File: src/rtl/prs_pkg.sv
package prs_pkg;

    localparam int CW_W         = 32;
    localparam int KEEP_LSB     = 14;
    localparam int HS_FORCE_BIT = 17;
    localparam int HOST_SPD_LSB = 27;
    localparam int DEV_SPD_LSB  = 19;
    localparam int RMODE_BIT    = 9;
    localparam int RSTPD_BIT    = 10;
    localparam int ESS_BIT      = 2;

    localparam logic [CW_W-1:0] KEEP_MASK = ~((CW_W'(1) << KEEP_LSB) - CW_W'(1));

    typedef enum logic [3:0] {
        ST_IDLE,
        ST_PWR,
        ST_RST,
        ST_REN,
        ST_CLMP,
        ST_URST,
        ST_PMU,
        ST_CW1,
        ST_CW2,
        ST_POLL
    } prs_state_e;

    typedef struct packed {
        logic host;
        logic rwake;
    } prs_mode_t;

    function automatic logic [CW_W-1:0] base_word(input logic [CW_W-1:0] saved,
                                                  input logic host);
        logic [CW_W-1:0] w;
        logic [1:0]      spd;
        w   = saved & KEEP_MASK;
        spd = host ? saved[HOST_SPD_LSB +: 2] : saved[DEV_SPD_LSB +: 2];
        if (spd == 2'b00)
            w[HS_FORCE_BIT] = 1'b1;
        return w;
    endfunction

    function automatic logic [CW_W-1:0] mode_bits(input prs_mode_t m);
        logic [CW_W-1:0] b;
        b = '0;
        if (m.host) begin
            if (m.rwake)
                b[RMODE_BIT] = 1'b1;
        end else if (!m.rwake) begin
            b[RMODE_BIT] = 1'b1;
            b[RSTPD_BIT] = 1'b1;
        end
        return b;
    endfunction

endpackage

File: src/rtl/prs_timer.sv
module prs_timer #(
    parameter int TW = 8
) (
    input  logic          clk,
    input  logic          rst,
    input  logic          load,
    input  logic [TW-1:0] load_val,
    output logic          zero
);
    logic [TW-1:0] cnt;

    always_ff @(posedge clk) begin
        if (rst)
            cnt <= '0;
        else if (load)
            cnt <= load_val;
        else if (cnt != '0)
            cnt <= cnt - TW'(1);
    end

    assign zero = (cnt == '0);
endmodule

File: src/rtl/prs_word.sv
module prs_word
    import prs_pkg::*;
(
    input  logic [CW_W-1:0] saved,
    input  prs_mode_t       mode,
    output logic [CW_W-1:0] word_first,
    output logic [CW_W-1:0] word_second
);
    always_comb begin
        word_first  = base_word(saved, mode.host) | mode_bits(mode);
        word_second = word_first;
        word_second[ESS_BIT] = 1'b1;
    end
endmodule

File: src/rtl/pwrdn_restore_seq.sv
module pwrdn_restore_seq
    import prs_pkg::*;
#(
    parameter int CYC_PER_US = 50,
    parameter int TMO_CYCLES = 20000
) (
    input  logic            clk,
    input  logic            rst,
    input  logic            req_i,
    input  logic            host_mode_i,
    input  logic            rwake_i,
    input  logic [CW_W-1:0] saved_ctl_i,
    input  logic            rdone_i,
    output logic            pwr_off_o,
    output logic            core_rst_n_o,
    output logic            restore_en_o,
    output logic            clamp_o,
    output logic            pmu_sel_o,
    output logic [CW_W-1:0] ctl_word_o,
    output logic            ctl_we_o,
    output logic            irq_clr_o,
    output logic            rdone_unmask_o,
    output logic            busy_o,
    output logic            done_o,
    output logic            timeout_o
);
    localparam int STEP_CYC  = 10 * CYC_PER_US;
    localparam int CLMP_CYC  = 50 * CYC_PER_US;
    localparam int XTRA_CYC  = 70 * CYC_PER_US;
    localparam int LONG_CYC  = CLMP_CYC + XTRA_CYC;
    localparam int MAX_CYC   = (LONG_CYC > TMO_CYCLES) ? LONG_CYC : TMO_CYCLES;
    localparam int TW        = $clog2(MAX_CYC + 1);

    prs_state_e      state;
    prs_mode_t       mode_q;
    logic [CW_W-1:0] saved_q;
    logic            tmr_load;
    logic [TW-1:0]   tmr_val;
    logic            tmr_zero;
    logic [CW_W-1:0] w_first;
    logic [CW_W-1:0] w_second;

    prs_timer #(.TW(TW)) u_timer (
        .clk      (clk),
        .rst      (rst),
        .load     (tmr_load),
        .load_val (tmr_val),
        .zero     (tmr_zero)
    );

    prs_word u_word (
        .saved       (saved_q),
        .mode        (mode_q),
        .word_first  (w_first),
        .word_second (w_second)
    );

    // Timer reload: value for the wait that follows the step being taken.
    always_comb begin
        tmr_load = 1'b0;
        tmr_val  = TW'(STEP_CYC - 1);
        unique case (state)
            ST_IDLE: tmr_load = req_i;
            ST_REN: begin
                tmr_load = tmr_zero;
                tmr_val  = (!mode_q.host && mode_q.rwake) ? TW'(LONG_CYC - 1)
                                                          : TW'(CLMP_CYC - 1);
            end
            ST_CW2: begin
                tmr_load = tmr_zero;
                tmr_val  = TW'(TMO_CYCLES - 1);
            end
            ST_POLL: tmr_load = 1'b0;
            default: tmr_load = tmr_zero;
        endcase
    end

    always_ff @(posedge clk) begin
        if (rst) begin
            state          <= ST_IDLE;
            mode_q         <= '0;
            saved_q        <= '0;
            pwr_off_o      <= 1'b1;
            core_rst_n_o   <= 1'b1;
            restore_en_o   <= 1'b0;
            clamp_o        <= 1'b1;
            pmu_sel_o      <= 1'b1;
            ctl_word_o     <= '0;
            ctl_we_o       <= 1'b0;
            irq_clr_o      <= 1'b0;
            rdone_unmask_o <= 1'b0;
            done_o         <= 1'b0;
            timeout_o      <= 1'b0;
        end else begin
            ctl_we_o  <= 1'b0;
            irq_clr_o <= 1'b0;
            done_o    <= 1'b0;
            unique case (state)
                ST_IDLE: if (req_i) begin
                    mode_q    <= '{host: host_mode_i, rwake: rwake_i};
                    saved_q   <= saved_ctl_i;
                    pwr_off_o <= 1'b0;
                    state     <= ST_PWR;
                end
                ST_PWR: if (tmr_zero) begin
                    core_rst_n_o <= 1'b0;
                    state        <= ST_RST;
                end
                ST_RST: if (tmr_zero) begin
                    restore_en_o <= 1'b1;
                    state        <= ST_REN;
                end
                ST_REN: if (tmr_zero) begin
                    clamp_o <= 1'b0;
                    state   <= ST_CLMP;
                end
                ST_CLMP: if (tmr_zero) begin
                    core_rst_n_o <= 1'b1;
                    state        <= ST_URST;
                end
                ST_URST: if (tmr_zero) begin
                    pmu_sel_o <= 1'b0;
                    state     <= ST_PMU;
                end
                ST_PMU: if (tmr_zero) begin
                    ctl_word_o     <= w_first;
                    ctl_we_o       <= 1'b1;
                    irq_clr_o      <= 1'b1;
                    rdone_unmask_o <= 1'b1;
                    state          <= ST_CW1;
                end
                ST_CW1: if (tmr_zero) begin
                    ctl_word_o <= w_second;
                    ctl_we_o   <= 1'b1;
                    state      <= ST_CW2;
                end
                ST_CW2: if (tmr_zero) begin
                    state <= ST_POLL;
                end
                ST_POLL: begin
                    if (rdone_i) begin
                        done_o         <= 1'b1;
                        rdone_unmask_o <= 1'b0;
                        state          <= ST_IDLE;
                    end else if (tmr_zero) begin
                        done_o         <= 1'b1;
                        timeout_o      <= 1'b1;
                        rdone_unmask_o <= 1'b0;
                        state          <= ST_IDLE;
                    end
                end
                default: state <= ST_IDLE;
            endcase
        end
    end

    assign busy_o = (state != ST_IDLE);

endmodule

File: config.mk
export PLATFORM = sky130hd
export DESIGN_NAME = pwrdn_restore_seq
export DESIGN_NICKNAME = d
export VERILOG_FILES = /design/src/rtl/prs_pkg.sv /design/src/rtl/prs_timer.sv /design/src/rtl/prs_word.sv /design/src/rtl/pwrdn_restore_seq.sv
export SDC_FILE = /design/constraint.sdc
export NUM_CORES = 1
export LEC_CHECK = 0
export BUFFER_PORTS_ARGS = -buffer_cell sky130_fd_sc_hd__buf_2
export CAP_MARGIN = 20
export CORE_MARGIN = 10
export CORE_UTILIZATION = 49
export DETAILED_ROUTE_END_ITERATION = 8
export HOLD_SLACK_MARGIN = 0.1
export PLACE_DENSITY = 0.75
export RECOVER_POWER = 100
export SLEW_MARGIN = 40
export SYNTH_ARGS = -nofsm -noshare
export SYNTH_HDL_FRONTEND = slang
export SYNTH_SLANG_ARGS = --single-unit
File: constraint.sdc
create_clock -name clk -period 2.6 [get_ports clk]
set_input_delay 0.26 -clock clk [delete_from_list [all_inputs] [get_ports clk]]
set_output_delay 0.26 -clock clk [all_outputs]
set_load 0.02 [all_outputs]
[Yosys cells after proc, flatten, opt, wreduce, memory -nomap -nowiden]
Index checks and enable logic that the tools add are counted.
Word-level totals
  logic and storage cells: 98
  register bits after elaboration: 95
  bits of input ports: 38
Operators by class
  mux-type cells: 33
  bitwise operators: 5
  $add $sub $neg: 1
  equality and inequality tests: 19
  reduce and logical (&&, ||, !) cells: 24
Operators by type and width (number)
  $mux W32: 2
  $pmux W32 S2: 1
  $mux W4: 11
  $pmux W4 S10: 1
  $or A32 B11 Y32: 1
  $mux W15: 2
  $pmux W15 S2: 1
  $ne A2 B2 Y1 const B: 9
  $eq A4 B3 Y1 const B: 4
  $logic_not A15 Y1: 1
  $reduce_bool A15 Y1: 1
  $sub A15 B1 Y15 const B: 1
  $mux W13: 1
  $reduce_and A3 Y1: 4
  $reduce_and A10 Y1: 1
  $mux W1: 9
  $eq A4 B2 Y1 const B: 2
  $eq A4 B4 Y1 const B: 2
  $reduce_and A2 Y1: 4
  $reduce_bool A2 Y1: 4
  $reduce_or A2 Y1: 4
  $pmux W1 S2: 3
  $eq A4 B1 Y1 const B: 1
  $logic_not A4 Y1: 1
  other kinds (7): 11

[Depth between registers and ports, before layout]
  depth after elaboration: 6
  depth in mapped cells: 8

[Cells and area by module]
Synthesis repeated with hierarchy kept, for this count alone.
Unflattened totals
  cells, all modules: 560
  area, all modules: 4942.2 µm²
Modules (own cells, without submodules)
  pwrdn_restore_seq: sequential area each 1601.5 µm², instances 1, cells an instance 388, area an instance 3537.1 µm²
  prs_timer: sequential area each 300.3 µm², instances 1, cells an instance 102, area an instance 898.4 µm²
  prs_word: sequential area each 0.0 µm², instances 1, cells an instance 70, area an instance 506.7 µm²

[Worst setup path before layout]
OpenSTA, ideal clock, no wires.
  path kind: register -> register
  start: register u_timer.cnt[0]
  end: register u_timer.cnt[14]
  required time: 2.540 ns
  stages on the path, launching flop included: 8
  data arrival time: 1.765 ns
  setup slack: 0.775 ns
  period minus slack after synthesis: 1.825 ns
  buffers on the path: 0
  cells stage by stage: dfxtp_1 > inv_1 > ha_1 > nor3b_1 > nand3_1 > or4_1 > nand3_1 > and3_1
On the way
  longest elaborated chain between the ends: 3
  elaborated cells between the ends (all ways): 7
  those cells by class: add/sub (1); mux (3); reduce/logical (3)
Ends and longest elaborated chain
  start, declared: RTL line prs_timer.sv:10  | logic [TW-1:0] cnt;
  start signal, assigned: RTL line prs_timer.sv:16  | cnt <= load_val;
  start signal, assigned: RTL line prs_timer.sv:18  | cnt <= cnt - TW'(1);
  $sub A15 B1 Y15 or $logic_not A15 Y1 (tied branches): RTL line prs_timer.sv:18, prs_timer.sv:21
  $mux W15 or $pmux W1 S2 (tied branches): RTL line prs_timer.sv:17, pwrdn_restore_seq.sv:62
  $mux W15 or $reduce_bool A2 Y1 (tied branches)
Parallel ways exist; a longest one is shown, timed or not. The select of a mux whose other input is x is not followed.
A chain may end at the register's enable or synchronous reset.

[Worst setup path after layout]
  start: register u_timer.cnt[0]
  end: register ctl_word_o[25]
On the way
  longest elaborated chain between the ends: 3
  elaborated cells between the ends (all ways): 4
  those cells by class: eq/ne (2); reduce/logical (2)
Ends and longest elaborated chain
  $logic_not A15 Y1 *: RTL line prs_timer.sv:21  | assign zero = (cnt == '0);
  $ne A2 B2 Y1 (no source line)
  $reduce_and A3 Y1 (no source line) *
  end signal, assigned: RTL line pwrdn_restore_seq.sv:126  | ctl_word_o <= w_first;
  end signal, assigned: RTL line pwrdn_restore_seq.sv:133  | ctl_word_o <= w_second;
  end, declared: RTL line pwrdn_restore_seq.sv:19  | output logic [CW_W-1:0] ctl_word_o,
Mark *: on every way between the ends. The rest lies on a longest branch, timed or not.

==> reports/metrics.csv <==
stage,metric,value,unit
run_status,outcome,"complete, no violations",
detailed_routing,Antenna Nets Post-Route,0,
detailed_routing,Pre-antenna DRT Iters,4,
cells_and_area,fill cell count,577,
synth,"Seq/Total Area, Yosys",0.454,
placed_design,Routability Congestion,0.878,
die,Die Y,99.4,um
synth,number of synthesized flops with an enable pin,0,
global_route,first-pass GRT wire length,12800,um
detailed_routing,Detailed Route Iter0 Violations,97,
critical_path,Worst setup EP type,register,
min_path,worst hold stages,3,
global_route,initial antenna violation count,0,
cells_and_area,fraction of layout instances using a drive strength above 1,0.130,
global_route,total track usage,0.153,
cts,postcts setup bufs,0,
sta,Achievable Freq,450,MHz
cells_and_area,"commonest non-fill, non-tap cell in the layout",nand2_1,
min_path,worst hold endpoint,saved_q[21],
die,Initial Util,0.513,
cts,CTS Sinks,70,
synth,asr flop ratio synth,0,
pwr,maximum vdd drop,450,uV
critical_path,CP Cell Sequence,inv_1 > ha_1 > nor4b_2 > nand4_4 > nor3_1 > clkbuf_2 > nand2_1 > a21oi_1,
sta,hold slack,0.146,ns
die,core area,6030,sq um
global_route,vias in the first global route,2749,
sta,final hold vios,0,
cts,post-cts sizing count,0,
pwr,leakage power,1.35,nW
sta,TNS Setup,0,ns
detailed_routing,routed len/inst,14.8,um
cells_and_area,most frequent cells in the layout,"103 x nand2_1, 70 x dfxtp_1, 59 x a21oi_1",
die,DIE WIDTH,99.4,um
cts,CTS Buffer Depth,2,
cts,cts hold-fix bufs,0,
cts,clk_lat worst skew,0.35,ns
cells_and_area,Final Core Density,0.585,
detailed_routing,total wire length,7630,um
global_route,total gr overflow,0,
min_path,worst min path class,primary input to register,
critical_path,Slowest cell on crit path,clkbuf_2,
synth,Post-Syn Area,3090,sq um
cts,CTS tree,built,
sta,clk_skew,0.0152,ns
placed_design,DP HPWL,5290,um
critical_path,R2R depth,8,
cts,total CTS buffers,9,
min_path,hold path start,saved_ctl_i[21],
synth,cell taking the most area after synthesis,dfxtp_1,
placed_design,Port Buffers,55,
sta,Setup Viol. Count Final,0,
cts,Worst-path clk slew,0.08,ns
critical_path,r2r startpoint,u_timer.cnt[0],
cts,clk root buf,clkbuf_8,
detailed_routing,vias per inst,5.40,
synth,number of synthesized register bits,70,
sta,slew margin rel.,0.352,
critical_path,WS Path Type,register to register,
cells_and_area,Seq. cell area,1400,sq um
critical_path,worst path arrival time,2.50,ns
die,Core Rows,28,
cells_and_area,Area Growth Syn to Fin,14.1,%
pwr,total power,0.00370,W
critical_path,Worst Setup Start Kind,register,
sta,fin crit period,2.22,ns
sta,Worst-Margin Slew,0.973,ns
detailed_routing,Remaining DRCs,0,
critical_path,R2R setup slack,0.38,ns
cells_and_area,fin nets,476,
critical_path,Reg-to-Reg End,ctl_word_o[25],
flow_run,max_cap viols,0,
sta,period utilization,0.856,
synth,Post-Synthesis Cells,380,
synth,library cells used by synthesis,55,
synth,number of synthesis warnings,0,
cts,H-tree Lvls,3,
synth,Mapped Avg Cell Area,8.13,sq um
critical_path,"delay-heaviest family, CP",simple AND/OR/NAND/NOR gates,
critical_path,worst path required time,2.88,ns
sta,RSZ-0062 raised after global routing,false,
pwr,PD cells,1050,nW/um^2
die,die area,9880,sq um
critical_path,WP buf/inv,2,
critical_path,CP max FO,20,
global_route,largest net degree at the start of global routing,33,
cells_and_area,footprint of the multi-input gates,1480,sq um
synth,cells taking the most area after synthesis,"dfxtp_1 45%, nand2_1 13%, a21oi_1 9.6%, buf_4 3.2%, nor2_1 2.1%",
sta,"Slew Viols, Final",0,
synth,share of the synthesized area in the top cell type,0.454,
cells_and_area,# diodes,0,
synth,Most used DFF post-synth,dfxtp_1,
critical_path,Max stage delay on crit path,0.42,ns
detailed_routing,DR vias,2774,
die,IO Count,81,
-- worst max-delay path by stage --
stage               slack (ns)  cells past startpoint              end           start
finish                    0.38                      8   ctl_word_o[25]  u_timer.cnt[0]
global route              0.15                      5          clamp_o  u_timer.cnt[8]
CTS                       0.46                      7   u_timer.cnt[4]  u_timer.cnt[0]
detailed placement        0.52                      7   u_timer.cnt[4]  u_timer.cnt[0]
global placement          0.56                      7   u_timer.cnt[4]  u_timer.cnt[0]
floorplan                 0.77                      7  u_timer.cnt[14]  u_timer.cnt[0]
-- logic make-up after synthesis --
| logic type | count (synthesis) | synth area share |
|---|---|---|
| flops | 70 | 0.454 |
| fa+ha+maj | 4 | 0.0162 |
| xor+xnor | 9 | 0.0255 |
| other cells | 1 | 0.00121 |
| mux | 1 | 0.00324 |
| simple gates | 162 | 0.248 |
| buf+inv | 40 | 0.0701 |
| compound gates | 93 | 0.182 |
-- synth_stat cells (2+ instances only) --
cell      count
a211oi_2      2
ha_1          4
clkbuf_1     15
buf_6         2
nor3b_1       4
nor2_1       17
xnor2_1       5
or2_2         2
nor3_2        2
a21oi_1      59
o21ai_0      11
dfxtp_1      70
inv_1         8
nand4_1       2
or4_1         3
buf_2         2
o22a_1        2
nand2_1     103
nor3_1        6
xor2_1        4
nand3b_1      2
and3_1        4
nand3_1       7
buf_4        13
-- final cells by class --
| class | instances | share of cell area |
|---|---|---|
| clock inverter | 7 | 0.0270 |
| sequential | 70 | 0.398 |
| tap | 75 | 0.0266 |
| timing repair buffer | 65 | 0.0842 |
| clock buffer | 9 | 0.0352 |
| multi-input combinational | 280 | 0.421 |
| inverter | 8 | 0.00852 |
-- where the power goes --
part | internal [W] | leakage [nW] | switching, W
logic | 0.000489 | 0.668 | 0.000753
clock network | 0.000543 | 0.110 | 0.000427
registers | 0.00127 | 0.571 | 0.000217
-- worst register-to-register path: stages, from the launching register on --
cell,delay (ns)
dfxtp_1,0.34
inv_1,0.12
ha_1,0.14
nor4b_2,0.36
nand4_4,0.23
nor3_1,0.26
clkbuf_2,0.42
nand2_1,0.12
a21oi_1,0.16
-- registers in the layout, summed over array words and instances, names as in the netlist, 2 cells and up --
register     count
u_timer.cnt     15
mode_q           2
state            4
saved_q         18
ctl_word_o      21
-- layer usage --
metal | vias to the layer above | routed length (um) | track usage
met2 | 73 | 3710 | 0.256
met4 | 0 | 111 | 0.0573
met1 | 1309 | 3270 | 0.176
met5 | - | 0 | 0
met3 | 13 | 540 | 0.0540
li1 | 1379 | - | -
-- stage by stage --
step,setup WS (ns),cells,area [sq um]
after floorplan,0.775,390,3130
after global placement,0.555,498,3380
after detailed placement,0.523,498,3380
after CTS,0.458,514,3600
after global routing,0.155,514,3520
final,0.375,514,3520
Note: power is estimated with default switching activity, not from simulation.
